===== config.mk =====
export PLATFORM = sky130hd
export DESIGN_NAME = wdog_keyed
export DESIGN_NICKNAME = d
export VERILOG_FILES = /design/src/rtl/wdog_keyed.sv
export SDC_FILE = /design/constraint.sdc
export NUM_CORES = 1
export LEC_CHECK = 0
export BUFFER_PORTS_ARGS = -buffer_cell sky130_fd_sc_hd__buf_2
export CORE_AREA = 5 5 101 103
export CTS_CLUSTER_DIAMETER = 120
export DETAILED_ROUTE_END_ITERATION = 16
export DIE_AREA = 0 0 106 108
export GPL_TIMING_DRIVEN = 1
export PLACE_DENSITY = 0.46
export SYNTH_ARGS = -nofsm -noshare
export SYNTH_HDL_FRONTEND = slang
export SYNTH_SLANG_ARGS = --single-unit

===== constraint.sdc =====
create_clock -name clk -period 2.42 [get_ports clk]
set_clock_uncertainty 0.1 [all_clocks]
set_input_delay 0.121 -clock clk [delete_from_list [all_inputs] [get_ports clk]]
set_output_delay 0.121 -clock clk [all_outputs]
set_load 0.02 [all_outputs]

===== src/rtl/wdog_keyed.sv =====
module wdog_keyed #(
  parameter logic [15:0] KEY_A = 16'h5555,
  parameter logic [15:0] KEY_B = 16'hAAAA
) (
  input  logic        clk,
  input  logic        rst_n,
  input  logic        tick,
  input  logic        lp_mode,
  input  logic        dbg_mode,
  input  logic        wait_mode,
  input  logic        wr_en,
  input  logic [3:0]  addr,
  input  logic [15:0] wdata,
  output logic [15:0] rdata,
  output logic        rst_req,
  output logic        ext_wd,
  output logic        irq
);
  localparam int TW = 8;
  localparam int CW = TW + 1;
  localparam logic [3:0] A_CTL = 4'h0;
  localparam logic [3:0] A_SVC = 4'h2;
  localparam logic [3:0] A_RSR = 4'h4;
  localparam logic [3:0] A_ICR = 4'h6;
  localparam logic [3:0] A_MCR = 4'h8;

  logic [TW-1:0] wt_q, wict_q;
  logic [CW-1:0] cnt_q;
  logic en_q, lpz_q, dbg_q, wdw_q, tout_ext_q, ext_n_q;
  logic armed_q, ext_lat_q, to_q, sw_q, wis_q, wie_q, pde_q;

  wire wr_ctl = wr_en && addr == A_CTL;
  wire wr_svc = wr_en && addr == A_SVC;
  wire wr_icr = wr_en && addr == A_ICR;
  wire wr_mcr = wr_en && addr == A_MCR;

  wire susp     = (lpz_q & lp_mode) | (dbg_q & dbg_mode) | (wdw_q & wait_mode);
  wire step     = en_q && tick && !susp;
  wire expire   = step && cnt_q == CW'(1);
  wire svc_done = wr_svc && wdata == KEY_B && armed_q;
  wire en_rise  = wr_ctl && wdata[2] && !en_q;
  wire sw_req   = wr_ctl && !wdata[4];
  wire [CW-1:0] reload = CW'(wt_q) + CW'(1);
  wire [CW-1:0] cnt_dec = cnt_q - CW'(1);
  wire int_hit  = step && !expire && cnt_dec == CW'(wict_q);

  always_ff @(posedge clk or negedge rst_n) begin
    if (!rst_n) begin
      wt_q       <= '0;
      en_q       <= 1'b0;
      lpz_q      <= 1'b0;
      dbg_q      <= 1'b0;
      wdw_q      <= 1'b0;
      tout_ext_q <= 1'b0;
      ext_n_q    <= 1'b1;
    end else if (wr_ctl) begin
      wt_q       <= wdata[15:8];
      en_q       <= en_q | wdata[2];
      lpz_q      <= wdata[0];
      dbg_q      <= wdata[1];
      wdw_q      <= wdata[7];
      tout_ext_q <= wdata[3];
      ext_n_q    <= wdata[5];
    end
  end

  always_ff @(posedge clk or negedge rst_n) begin
    if (!rst_n) begin
      cnt_q <= CW'(1);
    end else if (en_rise) begin
      cnt_q <= CW'(wdata[15:8]) + CW'(1);
    end else if (svc_done) begin
      cnt_q <= reload;
    end else if (step) begin
      cnt_q <= expire ? reload : cnt_dec;
    end
  end

  always_ff @(posedge clk or negedge rst_n) begin
    if (!rst_n)      armed_q <= 1'b0;
    else if (wr_svc) armed_q <= wdata == KEY_A;
  end

  always_ff @(posedge clk or negedge rst_n) begin
    if (!rst_n) begin
      rst_req   <= 1'b0;
      to_q      <= 1'b0;
      sw_q      <= 1'b0;
      ext_lat_q <= 1'b0;
    end else begin
      rst_req   <= expire | sw_req;
      ext_lat_q <= ext_lat_q | (expire & tout_ext_q);
      if (expire) begin
        to_q <= 1'b1;
        sw_q <= 1'b0;
      end else if (sw_req) begin
        to_q <= 1'b0;
        sw_q <= 1'b1;
      end
    end
  end

  always_ff @(posedge clk or negedge rst_n) begin
    if (!rst_n) begin
      wict_q <= '0;
      wie_q  <= 1'b0;
      wis_q  <= 1'b0;
      pde_q  <= 1'b1;
    end else begin
      if (wr_icr) begin
        wict_q <= wdata[7:0];
        wie_q  <= wdata[15];
      end
      if (int_hit)                  wis_q <= 1'b1;
      else if (wr_icr && wdata[14]) wis_q <= 1'b0;
      if (wr_mcr) pde_q <= wdata[0];
    end
  end

  assign ext_wd = ext_lat_q | ~ext_n_q;
  assign irq    = wis_q & wie_q;

  always_comb begin
    case (addr)
      A_CTL:   rdata = {wt_q, wdw_q, 1'b0, ext_n_q, 1'b1, tout_ext_q, en_q, dbg_q, lpz_q};
      A_RSR:   rdata = {14'b0, to_q, sw_q};
      A_ICR:   rdata = {wie_q, wis_q, 6'b0, wict_q};
      A_MCR:   rdata = {15'b0, pde_q};
      default: rdata = 16'h0000;
    endcase
  end
endmodule


==> results by group, run 1 <==
Cells and area
  – Final core occ: 35.3%
  – P&R area growth vs syn: 21.3%
  – Finished Layout Cells: 430
  – # nets final: 351
  – Fin area: 3220 sq um
  – Fraction of layout cells with a size suffix above 1: 35.4%
  – Antenna cells: 0

Logic synthesis
  – Post-Synthesis Cell Area: 2650 sq um
  – Commonest cells post-synth: 36 x dfrtp_1, 23 x mux2_2, 19 x nand2_1, 15 x xor2_1, 12 x o21ai_0
  – Cell variety after synth: 61
  – Mapped Cells: 258
  – Synth Flop Type: dfrtp_1
  – Post-synth EDFFs: 0
  – Area contributors post-synth: dfrtp_1 34%, mux2_2 9.8%, xor2_1 5.0%, dfstp_2 3.0%, ha_1 2.8%
  – Yosys top cell by area: dfrtp_1
  – Avg Cell Area, Syn: 10.3 sq um
  – Most common cell in the synthesized netlist: dfrtp_1
  – Sequential share of the synthesized area: 36.9%
  – Yosys top cell area share: 34.0%
  – Synthesized Nets: 291
  – Warnings, synthesis: 0
  – Flops & latches, synth: 39
  – Asr flop ratio synth: 100%

Worst setup path
  – Crit path max-delay cell type: dlygate4sd3_1
  – CP max FO: 8
  – R2R depth: 5
  – Critical path class: input port to flip-flop
  – CP Data Arrival Time: 2.26 ns
  – CP cell instances: dlygate4sd3_1, buf_2, and4bb_2, nand4_2, o211a_1, a41o_1, o32a_1
  – Critical path endpoint category: flip-flop
  – Startpoint Class: input port
  – Req. time, crit path: 2.50 ns
  – Largest stage delay, worst path: 0.54 ns

Floorplan
  – IO Pins: 46
  – Initial Util: 29.1%
  – Die Area: 11,400 sq um
  – CORE AREA: 9110 sq um
  – Die Span Y: 108 microns
  – Die width: 106 microns
  – Row cnt: 35

Clocking
  – Cts bufs inserted: 5
  – CTS root buffer: clkbuf_8
  – Max Buffers Root-to-Sink: 2
  – Clk slew on worst S/H paths: 0.09 ns
  – Worst-skew pair later-pin latency: 0.30 ns
  – H-tree levels: 2
  – Total number of clock tree sinks: 39
  – CTS tree: yes

Power
  – Cell Pwr Density: 773 nW/um^2
  – Peak supply drop: 287 uV
  – Pwr Total: 2.49 mW
  – Leak: 1.46 nW

Placed design
  – HPWL Detailed: 6090 microns
  – Placed Area: 3080 sq um
  – Worst slack, placed: 0.199 ns
  – GP Congestion: 0.799
  – Port bufs: 45
  – Placed cell count: 418

Drt
  – Via count: 2,237
  – DRC viols: 0
  – 1st-iter DRT viols: 116
  – Final antenna-violating net count: 0
  – Vias per cell: 5.20
  – Total iterations of the first detailed-routing run: 4
  – Drt wl/cell: 18.1 microns
  – WL final: 7780 microns

Timing
  – Fin worst setup slack: 0.239 ns
  – Hold WS: 0.0179 ns
  – RSZ-0062 raised after global routing: no
  – Fin crit share: 90.1%
  – Slew margin rel.: 37.1%
  – Final worst path period need: 2.18 ns
  – Least-Margin Pin Slew: 0.943 ns
  – Max Freq: 458 MHz
  – TNS Setup: 0 ns
  – Final Hold Fails: 0
  – Final setup violation count: 0
  – Final Slew Violations: 0

Flow run
  – Max-cap violations: 0

Outcome
  – Status: completed

Global routing
  – Total congestion overflow: 0
  – Antenna violations before repair: 0
  – Largest net degree at the start of global routing: 40
  – Vias in the first global route: 2,238
  – GRT Total Usage: 13.9%
  – First-pass GRT wire length: 12,400 microns

Worst hold path
  – Hold/Removal Path Class: input port to flip-flop
  – Worst hold path cell count: 2
==> kinds of logic (layout without fill, tap and decap cells) <==
| logic type | count (synthesis) | in the layout | share of synthesized area [%] |
|---|---|---|---|
| compound gates | 52 | 52 | 15.1 |
| mux | 28 | 28 | 11.7 |
| buf+inv | 17 | 78 | 2.59 |
| xor+xnor | 22 | 22 | 7.26 |
| simple gates | 94 | 94 | 23.6 |
| fa+ha+maj | 6 | 6 | 2.83 |
| flops | 39 | 39 | 36.9 |
==> sequential cells by signal, summed over array words and instances (netlist names) <==
register,cells
dbg_q,1
tout_ext_q,1
wict_q,8
wdw_q,1
cnt_q,9
wis_q,1
ext_n_q,1
pde_q,1
rst_req,1
to_q,1
wie_q,1
armed_q,1
en_q,1
wt_q,8
lpz_q,1
sw_q,1
ext_lat_q,1
==> layer usage <==
metal  track usage, %  wire [microns]  vias to the layer above
met2             23.0            3820                       35
met4             3.98             110                        0
met1             18.9            3680                     1098
met5                0               0                        -
li1                 -               -                     1096
met3             1.91             169                        8
==> power by group <==
group / total (mW) / switching (mW) / internal, mW
clock: 0.468 / 0.262 / 0.206
combinational: 0.931 / 0.462 / 0.469
sequential: 1.09 / 0.256 / 0.831
==> worst max-delay path: cells and delay by family <==
kind	cells	cell delay [ns]
compound gates	3	0.91
buf+inv	2	0.68
simple gates	2	0.56
==> cell type report <==
class / instances / area, sq um
multi-input cells: 202 / 1620
flip-flops and latches: 39 / 980
clock inverters: 3 / 23.8
inverters: 9 / 33.8
repair buffers: 61 / 355
fillers: 952 / 5890
clock buffers: 5 / 68.8
well taps: 111 / 139
==> cell usage in the layout, fill, tap and decap left out, types with 8 or more instances in the layout <==
cell type | Yosys | routed
o21ai_0 | 12 | 12
inv_1 | 9 | 9
buf_2 | 4 | 45
xor2_1 | 15 | 15
nand3_1 | 10 | 10
and2_1 | 8 | 8
mux2_2 | 23 | 23
buf_4 | 0 | 12
dfrtp_1 | 36 | 36
nand2_1 | 19 | 19
nor2_1 | 10 | 10
==> what timing repair did <==
action,CTS,global route
hold buffers,4,0
resized for setup,0,1
setup endpoints to repair,0,2
endpoints found under the hold margin,40,0
setup buffers,0,0
==> path summary, 6_finish.rpt <==
| check | from | to | slack, ns |
|---|---|---|---|
| min in group asynchronous | rst_n | wt_q[5] | 0.40 |
| max in group asynchronous | rst_n | en_q | 1.23 |
| hold reg to reg | ext_lat_q | ext_lat_q | 0.36 |
| setup reg to reg | cnt_q[3] | wis_q | 0.28 |
| hold / removal | wdata[0] | lpz_q | 0.02 |
| setup / recovery | wdata[6] | cnt_q[8] | 0.24 |
No activity file was read; power rests on OpenSTA's default activity.
==> run 2: changes to the inputs <==
--- a/config.mk
+++ b/config.mk
@@ -6,12 +6,14 @@
 export NUM_CORES = 1
 export LEC_CHECK = 0
 export BUFFER_PORTS_ARGS = -buffer_cell sky130_fd_sc_hd__buf_2
-export CORE_AREA = 5 5 101 103
+export CORE_AREA = 2 2 98 100
 export CTS_CLUSTER_DIAMETER = 120
 export DETAILED_ROUTE_END_ITERATION = 16
-export DIE_AREA = 0 0 106 108
+export DIE_AREA = 0 0 100 102
+export GPL_ROUTABILITY_DRIVEN = 0
 export GPL_TIMING_DRIVEN = 1
 export PLACE_DENSITY = 0.46
+export RECOVER_POWER = 50
 export SYNTH_ARGS = -nofsm -noshare
 export SYNTH_HDL_FRONTEND = slang
 export SYNTH_SLANG_ARGS = --single-unit
==> results by group, run 2 (synthesized netlist as in run 1, its figures left out) <==
Worst setup path
  – Crit path max-delay cell type: dfrtp_1
  – Critical path class: flip-flop to flip-flop
  – Cell family with most CP delay: compound AO/OA/AOI/OAI gates
  – CP Data Arrival Time: 2.31 ns
  – Startpoint Class: flip-flop
  – CP cell instances: inv_1, ha_1, nor4b_2, nand2_2, o22ai_4, mux2_2, a31oi_1
  – Largest stage delay, worst path: 0.44 ns
  – WP buf/inv: 1
  – Crit. path cell count: 7
  – R2R depth: 7
  – CP max FO: 8
  – Critical path endpoint category: flip-flop
  – Req. time, crit path: 2.54 ns

Global routing
  – Total congestion overflow: 0
  – Antenna violations before repair: 0
  – GRT Total Usage: 15.9%
  – Largest net degree at the start of global routing: 40
  – Vias in the first global route: 2,165
  – First-pass GRT wire length: 12,500 microns

Floorplan
  – Die Span Y: 102 microns
  – Die width: 100 microns
  – IO Pins: 46
  – Initial Util: 29.1%
  – Die Area: 10,200 sq um
  – Row cnt: 35
  – CORE AREA: 9110 sq um

Cells and area
  – Registers with the most flip-flops: cnt_q (9), wict_q (8), wt_q (8)
  – Area of the multi-input gates: 1620 sq um
  – Layout fillers: 972
  – Antenna cells: 0
  – # nets final: 347
  – Most frequent cells in the layout: 39 x buf_2, 36 x dfrtp_1, 23 x mux2_2, 19 x nand2_1, 15 x xor2_1
  – Final core occ: 35.1%
  – Max FFs per register: 9
  – FF/Latch Area: 980 sq um
  – Most common cell after layout, fill and taps aside: buf_2
  – P&R area growth vs syn: 20.6%
  – Fraction of layout cells with a size suffix above 1: 33.0%
  – Fin area: 3200 sq um
  – Largest Register: cnt_q

Drt
  – WL final: 7790 microns
  – Final antenna-violating net count: 0
  – Highest Signal Layer: met4
  – Met2 WL: 3780 microns
  – Vias per cell: 5.31
  – Met3 WL: 199 microns
  – DRC viols: 0
  – Drt wl/cell: 18.3 microns
  – 1st-iter DRT viols: 82
  – Total iterations of the first detailed-routing run: 4
  – Via count: 2,260
  – Post-Route M1 WL: 3720 microns

Timing
  – Fin crit share: 90.6%
  – Fin worst setup slack: 0.227 ns
  – Final setup violation count: 0
  – Least-Margin Pin Slew: 1.04 ns
  – Final Slew Violations: 0
  – RSZ-0062 raised after global routing: no
  – TNS Setup: 0 ns
  – Max Freq: 456 MHz
  – Slew margin rel.: 30.6%
  – Final worst path period need: 2.19 ns
  – Final Hold Fails: 0

Clocking
  – CTS root buffer: clkbuf_8
  – Total number of clock tree sinks: 39
  – CTS tree: yes
  – Max Buffers Root-to-Sink: 2
  – Cts bufs inserted: 5
  – Clk slew on worst S/H paths: 0.08 ns
  – H-tree levels: 2
  – Worst-skew pair later-pin latency: 0.30 ns

Flow run
  – Max-cap violations: 0

Placed design
  – HPWL Detailed: 6060 microns
  – Port bufs: 45
  – Placed Area: 3060 sq um
  – Worst slack, placed: 0.0901 ns

Power
  – Cell Pwr Density: 813 nW/um^2
  – Peak supply drop: 310 uV
  – Leak: 1.44 nW

Outcome
  – Status: completed

Worst hold path
  – Hold/Removal Path Class: input port to flip-flop
  – Worst hold path cell count: 2
-- run 2: cell types whose count changed in the layout (fill, tap and decap cells not counted), sizes merged --
cell,before,now
inv,10,9
buf,57,47
dlygate4sd3,4,2
clkinv,0,1
bufinv,0,1
clkbuf,5,14
clkinvlp,2,0
-- run 2: stage by stage --
step	hold slack [ns]	total power, mW	cells
2_1_floorplan	-0.275	1.71	258
3_3_place_gp	0.215	2.01	416
3_5_place_dp	0.220	2.01	416
4_1_cts	0.00215	2.60	426
5_1_grt	0.0121	2.77	426
6_report	0.00375	2.60	426
-- run 2: worst register-to-register path: cells and delay by family, from the launching register on --
kind	cells	cell delay, ns
AO/OA/AOI/OAI	2	0.49
flip-flops	1	0.44
AND/OR/NAND/NOR	2	0.45
buffers and inverters	1	0.11
multiplexers	1	0.38
adder cells (fa/ha/maj)	1	0.15
-- run 2: worst paths after layout --
check                           slack [ns]        end  startpoint
worst min register to register        0.37  ext_lat_q   ext_lat_q
worst min-delay path                 0.004  wict_q[3]    wdata[3]
worst max register to register        0.23   cnt_q[0]    cnt_q[1]
max in group asynchronous             1.15  wict_q[0]       rst_n
min in group asynchronous             0.43    wt_q[5]       rst_n
worst max-delay path                  0.23   cnt_q[0]    cnt_q[1]
-- run 2: cell type report --
cell class,count,area share [%]
clock buffer,6,2.58
clock inverter,2,1.10
inverter,9,1.06
multi-input combinational,202,50.7
sequential,39,30.6
tap,111,4.34
timing repair buffer,57,9.59
-- run 2: routing by layer --
metal,GRT usage (%),vias up
li1,-,1080
met1,22.1,1139
met2,26.2,35
met3,2.33,6
met4,4.11,0
met5,0,-
-- run 2: repair_timing --
action,CTS,global route
hold buffers,2,0
resized for setup,0,2
buffers inserted,0,0
endpoints found under the setup margin,0,3
endpoints found under the hold margin,37,0
-- run 2: power by group --
part / switching, mW / total [mW] / internal [mW] / leakage, nW
clock network: 0.259 / 0.594 / 0.334 / 0.0612
logic: 0.460 / 0.918 / 0.458 / 0.902
registers: 0.259 / 1.09 / 0.829 / 0.474
total: 0.978 / 2.60 / 1.62 / 1.44
